--- src/rtl/flash_susp_pkg.sv ---
package flash_susp_pkg;
  typedef enum logic [1:0] {
    RUN_NONE  = 2'd0,
    RUN_PROG  = 2'd1,
    RUN_ERASE = 2'd2
  } run_e;

  localparam logic [7:0] OP_WREN   = 8'h06;
  localparam logic [7:0] OP_PROG   = 8'h02;
  localparam logic [7:0] OP_ERASE  = 8'hD8;
  localparam logic [7:0] OP_PSUSP  = 8'h85;
  localparam logic [7:0] OP_PRES   = 8'h8A;
  localparam logic [7:0] OP_ESUSP  = 8'h75;
  localparam logic [7:0] OP_ERES   = 8'h7A;
  localparam logic [7:0] OP_READ   = 8'h03;
endpackage

--- src/rtl/susp_busy_timer.sv ---
module susp_busy_timer #(
  parameter int LEN = 12
) (
  input  logic clk,
  input  logic rst_n,
  input  logic load_i,
  input  logic run_i,
  output logic done_o
);
  localparam int CW = $clog2(LEN + 1);

  logic [CW-1:0] cnt_q, cnt_d;

  always_comb begin
    cnt_d = cnt_q;
    if (load_i) begin
      cnt_d = CW'(LEN);
    end else if (run_i && (cnt_q != '0)) begin
      cnt_d = cnt_q - CW'(1);
    end
  end

  always_ff @(posedge clk or negedge rst_n) begin
    if (!rst_n) begin
      cnt_q <= '0;
    end else if (load_i || run_i) begin
      cnt_q <= cnt_d;
    end
  end

  assign done_o = run_i && (cnt_q == CW'(1));


  load_not_running_chk : assert property (@(posedge clk) disable iff (!rst_n)
    load_i |-> !run_i);
endmodule

--- src/rtl/susp_cmd_ctrl.sv ---
module susp_cmd_ctrl
  import flash_susp_pkg::*;
#(
  parameter int SECT_W = 4,
  parameter int PAGE_W = 8
) (
  input  logic              clk,
  input  logic              rst_n,
  input  logic              frame_i,
  input  logic [7:0]        op_i,
  input  logic [SECT_W-1:0] sect_i,
  input  logic [PAGE_W-1:0] page_i,
  input  logic              pdone_i,
  input  logic              edone_i,
  output logic              pload_o,
  output logic              prun_o,
  output logic              eload_o,
  output logic              erun_o,
  output logic              wel_o,
  output logic              wip_o,
  output logic              ps_o,
  output logic              es_o,
  output logic              ack_o
);
  run_e              run_q, run_d;
  logic              wel_q, wel_d;
  logic              ps_q, ps_d;
  logic              es_q, es_d;
  logic              ack_q, ack_d;
  logic [PAGE_W-1:0] cpage_q, cpage_d;
  logic [PAGE_W-1:0] spage_q, spage_d;
  logic [SECT_W-1:0] csect_q, csect_d;
  logic [SECT_W-1:0] ssect_q, ssect_d;

  logic idle, page_hit, sect_hit;

  assign idle     = (run_q == RUN_NONE);
  assign page_hit = ps_q && (page_i == spage_q);
  assign sect_hit = es_q && (sect_i == ssect_q);

  always_comb begin
    run_d   = run_q;
    wel_d   = wel_q;
    ps_d    = ps_q;
    es_d    = es_q;
    cpage_d = cpage_q;
    spage_d = spage_q;
    csect_d = csect_q;
    ssect_d = ssect_q;
    ack_d   = 1'b0;
    pload_o = 1'b0;
    eload_o = 1'b0;
    if (pdone_i) begin
      run_d = RUN_NONE;
      wel_d = 1'b0;
      ps_d  = 1'b0;
    end else if (edone_i) begin
      run_d = RUN_NONE;
      wel_d = 1'b0;
      es_d  = 1'b0;
    end else if (frame_i) begin
      case (op_i)
        OP_WREN: if (idle) begin
          wel_d = 1'b1;
          ack_d = 1'b1;
        end
        OP_PROG: if (wel_q && idle && !ps_q && !sect_hit) begin
          run_d   = RUN_PROG;
          pload_o = 1'b1;
          cpage_d = page_i;
          ack_d   = 1'b1;
        end
        OP_ERASE: if (wel_q && idle && !ps_q && !es_q) begin
          run_d   = RUN_ERASE;
          eload_o = 1'b1;
          csect_d = sect_i;
          ack_d   = 1'b1;
        end
        OP_PSUSP: if (run_q == RUN_PROG) begin
          run_d   = RUN_NONE;
          ps_d    = 1'b1;
          spage_d = cpage_q;
          ack_d   = 1'b1;
        end
        OP_PRES: if (ps_q && idle) begin
          run_d = RUN_PROG;
          ack_d = 1'b1;
        end
        OP_ESUSP: if (run_q == RUN_ERASE) begin
          run_d   = RUN_NONE;
          es_d    = 1'b1;
          wel_d   = 1'b0;
          ssect_d = csect_q;
          ack_d   = 1'b1;
        end
        OP_ERES: if (es_q && !ps_q && idle) begin
          run_d = RUN_ERASE;
          wel_d = 1'b1;
          ack_d = 1'b1;
        end
        OP_READ: if (idle && !page_hit && !sect_hit) begin
          ack_d = 1'b1;
        end
        default: ;
      endcase
    end
  end

  always_ff @(posedge clk or negedge rst_n) begin
    if (!rst_n) begin
      run_q   <= RUN_NONE;
      wel_q   <= 1'b0;
      ps_q    <= 1'b0;
      es_q    <= 1'b0;
      ack_q   <= 1'b0;
      cpage_q <= '0;
      spage_q <= '0;
      csect_q <= '0;
      ssect_q <= '0;
    end else begin
      run_q   <= run_d;
      wel_q   <= wel_d;
      ps_q    <= ps_d;
      es_q    <= es_d;
      ack_q   <= ack_d;
      cpage_q <= cpage_d;
      spage_q <= spage_d;
      csect_q <= csect_d;
      ssect_q <= ssect_d;
    end
  end

  assign prun_o = (run_q == RUN_PROG);
  assign erun_o = (run_q == RUN_ERASE);
  assign wel_o  = wel_q;
  assign wip_o  = !idle;
  assign ps_o   = ps_q;
  assign es_o   = es_q;
  assign ack_o  = ack_q;


  wip_needs_wel_chk : assert property (@(posedge clk) disable iff (!rst_n)
    wip_o |-> wel_q);


  prog_without_wel_chk : assert property (@(posedge clk) disable iff (!rst_n)
    (frame_i && (op_i == OP_PROG) && !wel_q) |=> !ack_q);


  psusp_keeps_wel_chk : assert property (@(posedge clk) disable iff (!rst_n)
    $rose(ps_q) |-> (wel_q && idle));


  esusp_drops_wel_chk : assert property (@(posedge clk) disable iff (!rst_n)
    $rose(es_q) |-> !wel_q);


  eres_blocked_chk : assert property (@(posedge clk) disable iff (!rst_n)
    (frame_i && (op_i == OP_ERES) && ps_q) |=> !ack_q);
endmodule

--- src/rtl/flash_susp_status.sv ---
module flash_susp_status #(
  parameter int SECT_W      = 4,
  parameter int PAGE_W      = 8,
  parameter int PROG_CYCLES = 12,
  parameter int ERASE_CYCLES = 40
) (
  input  logic              clk,
  input  logic              rst_n,
  input  logic              frame_i,
  input  logic [7:0]        op_i,
  input  logic [SECT_W-1:0] sect_i,
  input  logic [PAGE_W-1:0] page_i,
  output logic [7:0]        sr1_o,
  output logic [7:0]        sr2_o,
  output logic              ack_o
);
  logic pload, prun, pdone;
  logic eload, erun, edone;
  logic wel, wip, ps, es;

  susp_cmd_ctrl #(.SECT_W(SECT_W), .PAGE_W(PAGE_W)) u_ctrl (
    .clk     (clk),
    .rst_n   (rst_n),
    .frame_i (frame_i),
    .op_i    (op_i),
    .sect_i  (sect_i),
    .page_i  (page_i),
    .pdone_i (pdone),
    .edone_i (edone),
    .pload_o (pload),
    .prun_o  (prun),
    .eload_o (eload),
    .erun_o  (erun),
    .wel_o   (wel),
    .wip_o   (wip),
    .ps_o    (ps),
    .es_o    (es),
    .ack_o   (ack_o)
  );

  susp_busy_timer #(.LEN(PROG_CYCLES)) u_ptmr (
    .clk    (clk),
    .rst_n  (rst_n),
    .load_i (pload),
    .run_i  (prun),
    .done_o (pdone)
  );

  susp_busy_timer #(.LEN(ERASE_CYCLES)) u_etmr (
    .clk    (clk),
    .rst_n  (rst_n),
    .load_i (eload),
    .run_i  (erun),
    .done_o (edone)
  );

  assign sr1_o = {6'b0, wel, wip};
  assign sr2_o = {6'b0, es, ps};
endmodule

--- config.mk ---
export PLATFORM = sky130hd
export DESIGN_NAME = flash_susp_status
export DESIGN_NICKNAME = d
export VERILOG_FILES = /design/src/rtl/flash_susp_pkg.sv /design/src/rtl/susp_busy_timer.sv /design/src/rtl/susp_cmd_ctrl.sv /design/src/rtl/flash_susp_status.sv
export SDC_FILE = /design/constraint.sdc
export NUM_CORES = 1
export LEC_CHECK = 0
export BUFFER_PORTS_ARGS = -buffer_cell sky130_fd_sc_hd__buf_2
export CAP_MARGIN = 10
export CORE_ASPECT_RATIO = 1.2
export CORE_MARGIN = 10
export CORE_UTILIZATION = 61
export DETAILED_ROUTE_END_ITERATION = 16
export PLACE_DENSITY_LB_ADDON = 0.05
export SKIP_CTS_REPAIR_TIMING = 1
export SYNTH_ARGS = -nofsm -noshare
export SYNTH_HDL_FRONTEND = slang
export SYNTH_SLANG_ARGS = --single-unit
--- constraint.sdc ---
create_clock -name clk -period 4.1 [get_ports clk]
set_clock_uncertainty 0.2 [all_clocks]
set_input_delay 0.41 -clock clk [delete_from_list [all_inputs] [get_ports clk]]
set_output_delay 0.41 -clock clk [all_outputs]
set_load 0.02 [all_outputs]
==> impl_results.md, run 1 <==
- DRC violations left: 0
- Post-synth ARST share: 100.0%
- CTS max path bufs: 2
- Setup crit end kind: flip-flop
- Largest net degree at the start of global routing: between 40 and 50
- Worst relative slew slack: 41.76%
- Area growth, synth to finish: 8.089%
- Primary FF master, synth: dfrtp_1
- Fillers: 348
- Reg clk slew, reported paths: approximately 80 ps
- Post-Route WL: ~5000 um
- Hold Path Class: input port to async pin
- Period minus WS final: ~2800 ps
- Area of the multi-input gates: around 1300 sq um
- Actual slew at the worst max-slew pin: approximately 870 ps
- Pwr Total: 1.100 mW
- Die ar.: around 7000 sq um
- Most common cell in the synthesized netlist: dfrtp_1
- RePlAce Congestion: around 0.9
- First-pass GRT wire length: 8687 um
- Peak supply drop: about 0.32 mV
- Hold_ws: 25.20 ps
- Yosys top cell by area: dfrtp_1
- Startpoint types: flip-flop
- H-Tree Depth: 2
- Final Cycle Share: roughly two thirds
- YS warnings: 0
- Antenna violations before repair: 0
- Maximum clock frequency: 358.1 MHz
- Dpl hpwl: 3848 um
- Clock Sinks: 40
- Required time worst endpoint: 4080 ps
- DR vias: about 1700
- Vias/cell: roughly 5.6
- Leakage: around 1.2 nW
- First-pass iteration count of the detailed router: 4
- Syn Area/Cell: between 10 and 15 sq um
- Grt ovf: 0
- Max-Cap Viols: 0
- Fin nets: between 200 and 300
- Register area: around 1000 sq um
- Netlist Area Pre-Place: around 2400 sq um
- Top cells by area, synth: dfrtp_1 41%, mux2_2 9.3%, xnor2_1 5.4%, buf_4 5.3%, nand2_1 2.6%
- Arrival time at the worst endpoint: about 2800 ps
- Mapped Cells: between 200 and 250
- Crit-path max FO: 12
- Chip width: between 70 and 80 um
- Synth cell count leaders: 40 x dfrtp_1, 20 x mux2_2, 17 x buf_4, 17 x nand2_1, 15 x xnor2_1
- Final hold vios: 0
- Status: complete, no violations
- Number of flops mapped to enable cells by yosys: 0
- Clk Tree Root Cell: clkbuf_8
- Distinct cells, synth: 55
- Clock latency on the worst-skew pair: 290 ps
- DRT antenna net count: 0
- Num rows: 25
- Initial Utilization: around 63%
- Type of the worst setup path: flip-flop to flip-flop
- Sequential area share after synthesis: between 40 and 50%
- Die height: ~90 um
- TritonCTS Buffers: 5
- Pwr dens: about 420 nW/um^2
- RSZ-0062 raised after global routing: false
- Core Box Area: between 3000 and 4000 sq um
- Vias in the first global route: about 1900
- Final Slew Violations: 0
- Antenna cell count: 0
- Register bit total from synthesis: 40
- CTS tree: built
- Port bufs: 27
- Drt wl/cell: around 16 um
- Gr usage total: between 10% and 20%
- Post-synth top area share: between 40% and 50%
- Num ports: 40
- Layout cell share with drive strength beyond 1: approximately 28%
- DR iter-0 viols: around 120
- Setup violators final: 0
- Setup TNS Final: 0 ps
final timing paths:
check	startpoint	to	slack (ps)	depth (start not counted)
max	u_ctrl.run_q[0]	u_ctrl.cpage_q[0]	1310	5
min	rst_n	u_ctrl.wel_o	30	1
max reg2reg	u_ctrl.run_q[0]	u_ctrl.cpage_q[0]	1310	5
min reg2reg	u_ctrl.cpage_q[3]	u_ctrl.cpage_q[3]	310	1
max in group asynchronous	rst_n	u_ctrl.spage_q[0]	3120	1
min in group clk	sect_i[0]	u_ctrl.csect_q[0]	170	2
power breakdown:
group	internal, mW	switching, mW	total, mW	leakage, nW
clock	0.183	0.143	0.326	0.0548
sequential	0.443	0.0638	0.507	0.517
combinational	0.113	0.154	0.266	0.613
cell type report:
type                       count  area share, %
multi-input combinational    170          48.47
sequential                    40          38.13
timing repair buffer          28          5.434
clock buffer                   5          2.622
tap                           54          2.574
clock inverter                 3          1.764
inverter                       7          1.001
critical path, stage by stage, from the launching register on:
cell and delay, ps:
dfrtp_1 480, and2b_1 240, a32oi_1 490, nand2_1 240, nor4_4 620, mux2_2 410
layer usage:
metal  part of all wire (%)  global-route usage, %  vias up
met5                      0                      0        -
met4                    1.5                  5.316        0
met2                     51                  27.62       41
met3                    5.2                  4.527        9
li1                       -                      -      837
met1                     42                  17.04      822
cell families (layout without fill, tap and decap cells):
family                     count (synthesis)  count (layout)  share of synthesized area, %
and+or+nand+nor                           83              83                         21.28
DFF                                       40              40                         41.22
buffers and inverters                     29              43                         8.088
muxes                                     26              26                         12.57
AOI/OAI and AO/OA                         24              24                         6.904
xor gates and xnor gates                  20              20                         7.213
adders and majority gates                  5               5                         2.576
other                                      1              12                        0.1544
flip-flops by register name (all words and copies together), names as in the netlist:
register,count
u_ctrl.es_o,1
u_ctrl.csect_q,4
u_etmr.cnt_q,6
u_ctrl.run_q,2
u_ctrl.spage_q,8
u_ctrl.ssect_q,4
u_ctrl.cpage_q,8
u_ctrl.wel_o,1
u_ctrl.ps_o,1
u_ctrl.ack_o,1
u_ptmr.cnt_q,4
through the flow:
| step | area [sq um] | util (%) | setup WS, ps | std cells |
|---|---|---|---|---|
| floorplan | 2470 | - | 1777 | 239 |
| detailed placement | 2510 | 64.71 | 1220 | 299 |
| global placement | 2510 | 64.71 | 1249 | 299 |
| CTS | 2625 | 67.68 | 1291 | 307 |
| global route | 2625 | 67.68 | 1083 | 307 |
| finish | 2625 | 67.68 | 1307 | 307 |
layout by cell type (no fill, tap or decap), types with 2 or more instances in the layout:
master,netlist,routed
dfrtp_1,40,40
nand4_1,7,7
nand3_1,5,5
xor2_1,5,5
nand4b_1,3,3
nor2_1,14,14
mux2_2,20,20
xnor2_1,15,15
mux2i_1,2,2
nor3_1,5,5
inv_1,7,7
ha_1,5,5
nor4b_1,4,4
nand3b_1,2,2
mux2_4,4,4
nand2_1,17,17
nand2b_1,3,3
o211ai_1,3,3
a211oi_1,2,2
a32oi_1,2,2
a21oi_1,8,8
nor4_1,4,4
buf_2,1,27
clkbuf_8,0,5
conb_1,1,12
Power figures use the tool's default switching activity.
==> run 2: changes to the inputs <==
--- a/config.mk
+++ b/config.mk
@@ -5,11 +5,12 @@
 export SDC_FILE = /design/constraint.sdc
 export NUM_CORES = 1
 export LEC_CHECK = 0
+export ABC_AREA = 1
 export BUFFER_PORTS_ARGS = -buffer_cell sky130_fd_sc_hd__buf_2
 export CAP_MARGIN = 10
 export CORE_ASPECT_RATIO = 1.2
 export CORE_MARGIN = 10
-export CORE_UTILIZATION = 61
+export CORE_UTILIZATION = 51
 export DETAILED_ROUTE_END_ITERATION = 16
 export PLACE_DENSITY_LB_ADDON = 0.05
 export SKIP_CTS_REPAIR_TIMING = 1
==> constraint.sdc (replaced) <==
create_clock -name clk -period 2.4 [get_ports clk]
set_clock_uncertainty 0.2 [all_clocks]
set_input_delay 0.24 -clock clk [delete_from_list [all_inputs] [get_ports clk]]
set_output_delay 0.24 -clock clk [all_outputs]
set_load 0.02 [all_outputs]
==> run 2 against run 1 <==
Net effect: the flow now finishes with violations (negative hold slack); worst hold slack got worse by 35 ps; total power up 60%; area after synthesis rose by 5.8%; final cell count rose by 43%; flip-flop and latch count is the same; largest cell class unchanged.
==> impl_results.md, run 2 <==
- Status: finished with violations
- Failing checks: negative hold slack
- First-pass iteration count of the detailed router: 4 (unchanged)
- Maximum clock frequency: 506.5 MHz (+41%)
- Register area: 1001 sq um (unchanged)
- YS warnings: 0 (unchanged)
- First-pass GRT wire length: 9287 um (+6.9%)
- Pre-CTS WS: 460.8 ps (-759.1 ps)
- Peak supply drop: 0.3438 mV (+5.8%)
- Initial Utilization: 52.37% (-10 points)
- Most common cell in the synthesized netlist: nand2_1
- Antenna cell count: 0 (unchanged)
- R2r startpoint: u_etmr.cnt_q[1]
- Die height: 97.75 um (+9.7%)
- Grt ovf: 0 (unchanged)
- Sequential area share after synthesis: 38.97% (-2.2 points)
- Arrival time at the worst endpoint: 1950 ps (-820 ps)
- Hold path startpoint: sect_i[2]
- Setup TNS Final: 0 ps (unchanged)
- Synth cell count leaders: 92 x nand2_1, 51 x inv_1, 40 x dfrtp_1
- Fin nets: 406 (+45%)
- Core Box Area: 4905 sq um (+26%)
- Worst path max stage delay: 390 ps (-230 ps)
- Post-Route WL: 5474 um (+9.2%)
- RePlAce Congestion: 0.8578 (-5.9%)
- Register bit total from synthesis: 40 (unchanged)
- Pwr dens: 628.4 nW/um^2 (+50%)
- Final hold vios: 1 (+1)
- Drt wl/cell: 12.47 um (-24%)
- Post-synth ARST share: 100.0% (unchanged)
- Post-synth top area share: 38.97% (-2.2 points)
- Netlist Area Pre-Place: 2569 sq um (+5.8%)
- Type of the worst setup path: flip-flop to flip-flop
- DR vias: 2119 (+24%)
- Top cells by area, synth: dfrtp_1 39%, nand2_1 13%, inv_1 7.5%, nand3_1 5.1%, buf_4 4.7%
- Vias/cell: 4.827 (-13%)
- Max-Cap Viols: 0 (unchanged)
- Vias in the first global route: 2074 (+10%)
- Actual slew at the worst max-slew pin: 885.8 ps (+12.22 ps)
- Clk Tree Root Cell: clkbuf_8
- Chip width: 84.79 um (+9.3%)
- Reg clk slew, reported paths: 80 ps (about the same)
- Regs by FF count: u_ctrl.cpage_q x8, u_ctrl.spage_q x8, u_etmr.cnt_q x6
- Layout cell share with drive strength beyond 1: 19.00% (-9.1 points)
- Crit path cell chain: inv_1 > ha_1 > inv_1 > nor2_1 > nand3_2 > nand2_4 > inv_2 > nand2_4 > mux2_1
- Crit path max-delay family: simple AND/OR/NAND/NOR gates
- H-Tree Depth: 2 (unchanged)
- Yosys top cell by area: dfrtp_1
- Distinct cells, synth: 34 (-38%)
- Crit-path slowest cell: dfrtp_1
- Number of flops mapped to enable cells by yosys: 0 (unchanged)
- Commonest non-fill, non-tap cell in the layout: nand2_1
- Primary FF master, synth: dfrtp_1
- Largest net degree at the start of global routing: 41 (unchanged)
- CTS max path bufs: 2 (unchanged)
- Mapped Cells: 349 (+53%)
- Die ar.: 8287 sq um (+20%)
- Num rows: 28 (+12%)
- Area of the multi-input gates: 1245 sq um (-2.2%)
- Most frequent cells in the layout: 92 x nand2_1, 51 x inv_1, 40 x dfrtp_1
- Area growth, synth to finish: 8.670%
- Setup violators final: 0 (unchanged)
- DRC violations left: 0 (unchanged)
- Setup crit end kind: flip-flop
- Startpoint types: flip-flop
- Worst relative slew slack: 40.94% (-0.81 points)
- Dpl hpwl: 4381 um (+14%)
- Final Cycle Share: 82.26% (+14 points)
- Worst setup startpoint: u_etmr.cnt_q[1]
- Fin worst setup slack: 425.8 ps (-881.4 ps)
- Port bufs: 27 (unchanged)
- CTS tree: built
- Hold_ws: -10.13 ps (-35.34 ps)
- Clock Sinks: 40 (unchanged)
- RSZ-0062 raised after global routing: false
- Num ports: 40 (unchanged)
- Gr usage total: 13.37% (-2.0 points)
- DRT antenna net count: 0 (unchanged)
- Crit-path max FO: 13 (+1)
- Hold Path Class: input port to flip-flop
- Required time worst endpoint: 2370 ps (-1710 ps)
- Fillers: 503 (+45%)
- Clock latency on the worst-skew pair: 290 ps (about the same)
- TritonCTS Buffers: 5 (unchanged)
- Period minus WS final: 1974 ps (-818.6 ps)
- DR iter-0 viols: 118 (+0.85%)
- Leakage: 1.558 nW (+31%)
- Antenna violations before repair: 0 (unchanged)
- Syn Area/Cell: 7.360 sq um (-31%)
- CP bufs+invs: 3 (+3)
- Final Slew Violations: 0 (unchanged)
## run 2: cell families after synthesis
logic type,after synthesis,share of synthesized area (%)
xor+xnor,4,1.364
compound gates,36,9.012
fa+ha+maj,5,2.435
other cells,1,0.1460
simple gates,183,32.59
flops,40,38.97
mux,3,1.315
buf+inv,77,14.17
## run 2: cell type report
type / instances / area share, %
inverters: 59 / 7.934
repair buffers: 29 / 5.468
well taps: 60 / 2.689
clock inverters: 2 / 0.4931
clock buffers: 6 / 2.958
flip-flops and latches: 40 / 35.86
multi-input cells: 243 / 44.60
## run 2: worst paths after layout
path	endpoint	slack [ps]	depth (start not counted)
max in group asynchronous	u_ptmr.cnt_q[2]	1040	2
setup / recovery	u_ctrl.spage_q[6]	430	9
min in group asynchronous	u_etmr.cnt_q[4]	400	2
hold / removal	u_ctrl.csect_q[2]	-10	3
hold reg to reg	u_ctrl.cpage_q[6]	270	2
setup reg to reg	u_ctrl.spage_q[6]	430	9
## run 2: report_power, final
group	switching (mW)	leakage [nW]	total, mW	internal, mW
registers	0.0541	0.486	0.798	0.744
clock network	0.245	0.0516	0.481	0.235
logic	0.320	1.02	0.476	0.156
total	0.620	1.56	1.75	1.13
## run 2: per-layer routing
| layer | global-route usage [%] | share of wire (%) | vias up |
|---|---|---|---|
| met5 | 0 | 0 | - |
| met4 | 4.822 | 0.66 | 0 |
| met3 | 3.741 | 5.2 | 3 |
| met2 | 21.99 | 47 | 45 |
| met1 | 16.23 | 47 | 948 |
| li1 | - | - | 1123 |
## run 2: worst min-delay path, stage by stage
cell     delay, ps
buf_2           90
nand2_1         40
o21ai_0         70
## run 2: per-stage QoR
stage,util (%),cell area [sq um],instances,power (mW)
3_3_place_gp,54.74,2685,430,1.275
2_1_floorplan,-,2610,360,1.175
5_1_grt,56.91,2791,439,1.882
3_5_place_dp,54.74,2685,430,1.285
4_1_cts,56.71,2781,438,1.763
6_report,56.91,2791,439,1.754
